--- config.mk ---
export PLATFORM = sky130hd
export DESIGN_NAME = linksel_top
export DESIGN_NICKNAME = d
export VERILOG_FILES = /design/src/rtl/linksel_pkg.sv /design/src/rtl/linksel_count.sv /design/src/rtl/linksel_fsm.sv /design/src/rtl/linksel_top.sv
export SDC_FILE = /design/constraint.sdc
export NUM_CORES = 1
export LEC_CHECK = 0
export ABC_AREA = 1
export ABC_CLOCK_PERIOD_IN_PS = 3800
export CAP_MARGIN = 25
export CELL_PAD_IN_SITES_DETAIL_PLACEMENT = 1
export CELL_PAD_IN_SITES_GLOBAL_PLACEMENT = 1
export CORE_MARGIN = 3
export CORE_UTILIZATION = 43
export DETAILED_ROUTE_END_ITERATION = 10
export PLACE_DENSITY_LB_ADDON = 0.05
export SYNTH_ARGS = -nofsm -noshare
export SYNTH_HDL_FRONTEND = slang
export SYNTH_SLANG_ARGS = --single-unit
--- constraint.sdc ---
create_clock -name clk -period 3.8 [get_ports clk]
set_input_delay 0.76 -clock clk [delete_from_list [all_inputs] [get_ports clk]]
set_output_delay 0.76 -clock clk [all_outputs]
set_load 0.02 [all_outputs]
--- src/rtl/linksel_pkg.sv ---
package linksel_pkg;
  typedef enum logic [1:0] {
    ST_IDLE  = 2'd0,
    ST_COLD  = 2'd1,
    ST_SYNC  = 2'd2,
    ST_ASYNC = 2'd3
  } selState_t;

  typedef struct packed {
    logic coldInc;
    logic gateInc;
  } selStrobe_t;
endpackage

--- src/rtl/linksel_count.sv ---
module linksel_count
  import linksel_pkg::*;
#(
  parameter int COLD_CYCLES = 400,
  parameter int GATE_PULSES = 5
) (
  input  logic       clk,
  input  logic       supplyOk,
  input  selStrobe_t strobe,
  output logic       coldDone,
  output logic       gateDone
);
  localparam int COLD_W = $clog2(COLD_CYCLES + 1);
  localparam int GATE_W = $clog2(GATE_PULSES + 1);
  localparam logic [COLD_W-1:0] COLD_MAX = COLD_W'(COLD_CYCLES);
  localparam logic [GATE_W-1:0] GATE_MAX = GATE_W'(GATE_PULSES);

  logic [COLD_W-1:0] coldCnt;
  logic [GATE_W-1:0] gateCnt;

  // saturating count of edges seen with reset low
  always_ff @(posedge clk or negedge supplyOk) begin
    if (!supplyOk) coldCnt <= '0;
    else if (strobe.coldInc && coldCnt != COLD_MAX) coldCnt <= coldCnt + 1'b1;
  end

  // saturating count of pulses after the two-wire latch
  always_ff @(posedge clk or negedge supplyOk) begin
    if (!supplyOk) gateCnt <= '0;
    else if (strobe.gateInc && gateCnt != GATE_MAX) gateCnt <= gateCnt + 1'b1;
  end

  assign coldDone = (coldCnt == COLD_MAX);
  assign gateDone = (gateCnt == GATE_MAX);
endmodule

--- src/rtl/linksel_fsm.sv ---
module linksel_fsm
  import linksel_pkg::*;
(
  input  logic       clk,
  input  logic       supplyOk,
  input  logic       rstPin,
  input  logic       coldDone,
  input  logic       gateDone,
  output selStrobe_t strobe,
  output logic [1:0] modeOneHot,
  output logic       atrStart,
  output logic       cmdReady,
  output logic       rxHold
);
  selState_t state, stateNext;
  logic      atrNext;

  always_comb begin
    stateNext      = state;
    atrNext        = 1'b0;
    strobe.coldInc = 1'b0;
    strobe.gateInc = 1'b0;
    unique case (state)
      ST_IDLE: begin
        if (rstPin) stateNext = ST_SYNC;
        else begin
          stateNext      = ST_COLD;
          strobe.coldInc = 1'b1;
        end
      end
      ST_COLD: begin
        if (!rstPin) strobe.coldInc = 1'b1;
        else if (coldDone) begin
          stateNext = ST_ASYNC;
          atrNext   = 1'b1;
        end else stateNext = ST_SYNC;
      end
      ST_SYNC:  strobe.gateInc = 1'b1;
      ST_ASYNC: ;
      default:  stateNext = ST_IDLE;
    endcase
  end

  always_ff @(posedge clk or negedge supplyOk) begin
    if (!supplyOk) begin
      state    <= ST_IDLE;
      atrStart <= 1'b0;
    end else begin
      state    <= stateNext;
      atrStart <= atrNext;
    end
  end

  assign modeOneHot = {state == ST_ASYNC, state == ST_SYNC};
  assign cmdReady   = (state == ST_SYNC) && gateDone;
  assign rxHold     = (state == ST_IDLE) || (state == ST_COLD);
endmodule

--- src/rtl/linksel_top.sv ---
module linksel_top
  import linksel_pkg::*;
#(
  parameter int COLD_CYCLES = 400,
  parameter int GATE_PULSES = 5
) (
  input  logic       clk,
  input  logic       supplyOk,
  input  logic       rstPin,
  output logic [1:0] modeOneHot,
  output logic       atrStart,
  output logic       cmdReady,
  output logic       rxHold
);
  selStrobe_t strobe;
  logic       coldDone;
  logic       gateDone;

  linksel_count #(
    .COLD_CYCLES(COLD_CYCLES),
    .GATE_PULSES(GATE_PULSES)
  ) u_count (
    .clk(clk),
    .supplyOk(supplyOk),
    .strobe(strobe),
    .coldDone(coldDone),
    .gateDone(gateDone)
  );

  linksel_fsm u_fsm (
    .clk(clk),
    .supplyOk(supplyOk),
    .rstPin(rstPin),
    .coldDone(coldDone),
    .gateDone(gateDone),
    .strobe(strobe),
    .modeOneHot(modeOneHot),
    .atrStart(atrStart),
    .cmdReady(cmdReady),
    .rxHold(rxHold)
  );
endmodule

==> metrics.yaml <==
htree_levels: 1
grt_overflow: 0
synth_commonest_cells: "nand2_1 (52), dfrtp_1 (15), inv_1 (13)"
synth.yosys.seq_area_share_pct: 43.6
hold_class: "reg2reg"
cts_tree: "done"
setup_viol: 0
avgViaCountPerCell: 4.94
grt_pass1_vias: 787
path_delay_family: "buffers and inverters"
maxSlewViolCount: 0
critPathMaxFanout: 3
synth_edf_count: 0
netlist_area_sq_um: 861
grt_util_met3_pct: 5.34
die_x_um: 50.7
slowest_delay_ns: 0.63
synth_ff_type: "dfrtp_1"
crit_arrival_ns: 1.74
outcome: "complete, no violations"
cts_buffer_depth: 2
dieArea_sq_um: 2570
min_period_ns: 2.50
wl_um: 1820
grt_usage_pct: 17.9
cts.clk_slew.worst_paths_ns: 0.09
cp.required_ns: 3.04
avgRoutedWirePerCell_um: 12.1
cts-root-buf: "clkbuf_4"
start_util_pct: 47.8
yosys.area.top_type_share_pct: 43.6
powerDensity_nw_per_um2: 375
max_freq_mhz: 400
syn-num-nets: 122
die_y_um: 50.7
worst_slew_pin_slew_ns: 0.719
final_layout_size_suffix_gt1_share_pct: 6.40
antenna_cells: 0
cts.sinks: 15
cap_viol_max_count: 0
layout_setup_ws_ns: 1.30
post-place-ws_ns: 1.61
crit_path_cell_trace: "inv_1 > ha_1 > nand2_1 > nor3_1 > clkdlybuf4s50_1"
grt_pass1_wl_um: 3390
hold_viol_final: 0
holdWs_ns: 0.501
fin_setup_tns_ns: 0
place.gp.congestion: 0.698
cts_buffers: 3
synth_top_cell_by_area: "dfrtp_1"
rsz0062_at_grt: "false"
grt_util_met2_pct: 34.1
clk_latency_ns: 0.28
syn_area_per_cell_sq_um: 7.49
core_area_sq_um: 1800
ir_worst_vdd_mv: 0.199
antenna_left: 0
first_iter_violations: 8
hold_buffers: 0
synthArstFlopShare_pct: 100
ys_seq_elements: 15
crit_path_start_kind: "flop"
num_rows: 15
area_growth_pct: 13.7
utilization_pct: 54.3
netlist_instances: 115
drtPass1Iterations: 2
skew_ns: 0.00556
grt.busiest_layer: "met2"
grt_max_degree: 16
vias: 741
cpMaxStageDelayCell: "clkdlybuf4s50_1"
synth_warnings: 0
portBuffers: 7
final_nets: 133
use_met1_pct: 19.0
end_kind: "primary output"
post_cts_resized: 0
cp_num_buf_inv: 2
min_period_over_period_pct: 65.7
postCtsSetupRepairBufs: 0
synthTopCellsByArea: "dfrtp_1 (44%), nand2_1 (23%), ha_1 (5.8%), inv_1 (5.7%), nor2_1 (4.8%)"
ios: 8
synth_most_common_cell: "nand2_1"
leakage_nw: 0.477
antenna_found_initial: 0
hpwl_um: 1380
slew_headroom_pct: 51.9
critical_path_class: "reg2out"
route.detailed.drc: 0
synth_cell_types: 14
per-layer routing:
layer / share of wire (%) / vias up
li1: - / 369
met1: 41 / 359
met2: 55 / 11
met3: 3.6 / 2
met4: 0.77 / 0
met5: 0 / -
path summary, 6_finish.rpt:
kind / cells after the start / endpoint / from / slack (ns)
worst max register to register: 8 / u_count.coldCnt[2] / u_count.coldCnt[0] / 2.35
worst min-delay path: 1 / u_count.gateCnt[2] / u_count.gateCnt[2] / 0.50
worst max-delay path: 5 / cmdReady / u_count.gateCnt[1] / 1.30
min in group asynchronous: 1 / u_count.gateCnt[2] / supplyOk / 0.90
max in group asynchronous: 1 / u_count.coldCnt[6] / supplyOk / 2.45
worst min register to register: 1 / u_count.gateCnt[2] / u_count.gateCnt[2] / 0.50
cells in the final DEF, fill, tap and decap left out:
cell and count:
o21ai_0 3, clkinv_2 1, nor2_4 2, clkdlybuf4s50_1 7
dfrtp_1 15, xnor2_1 4, nand3_1 6, nand2_1 52
clkbuf_4 3, nor2_1 11, xor2_1 1, inv_1 13
nor3_1 1, ha_1 4, nand2_2 1, o21ai_4 1
flip-flops by register name, indices dropped and copies added, names as in the netlist:
register / cells
u_count.coldCnt: 9
u_count.gateCnt: 3
u_fsm.atrStart: 1
u_fsm.state: 2
layout make-up:
class | count | area, sq um
clock buffers | 3 | 22.5
repair buffers | 7 | 70.1
well taps | 25 | 31.3
fillers | 251 | 823
clock inverters | 1 | 5.00
multi-input cells | 86 | 425
flip-flops and latches | 15 | 375
inverters | 13 | 48.8
worst register-to-register path, delay by kind of cell (launching register included):
family	cells	cell delay (ns)
buffers and inverters	2	0.18
adders and majority gates	1	0.15
and+or+nand+nor	4	0.35
DFF	1	0.42
AOI/OAI and AO/OA	1	0.30
power by group:
group / leakage, nW / switching [mW] / internal (mW)
clock: 0.0177 / 0.0523 / 0.0390
combinational: 0.265 / 0.0409 / 0.0365
sequential: 0.194 / 0.0183 / 0.180
per-stage QoR:
stage          power (mW)  instances  instance area [sq um]
6_report            0.367        150                    978
4_1_cts             0.375        150                    978
3_3_place_gp        0.272        146                    951
2_1_floorplan       0.248        115                    861
3_5_place_dp        0.281        146                    951
5_1_grt             0.399        150                    978
logic make-up (layout without fill, tap and decap cells):
group                    Yosys count  after routing  synth area share (%)
flip-flops                        15             15                  43.6
adder cells (fa/ha/maj)            4              4                  5.81
AO/OA/AOI/OAI                      4              4                  3.63
XOR/XNOR                           5              5                  5.09
AND/OR/NAND/NOR                   73             73                  34.9
buffers and inverters             14             24                  6.98
(Power assumes the default switching activity.)
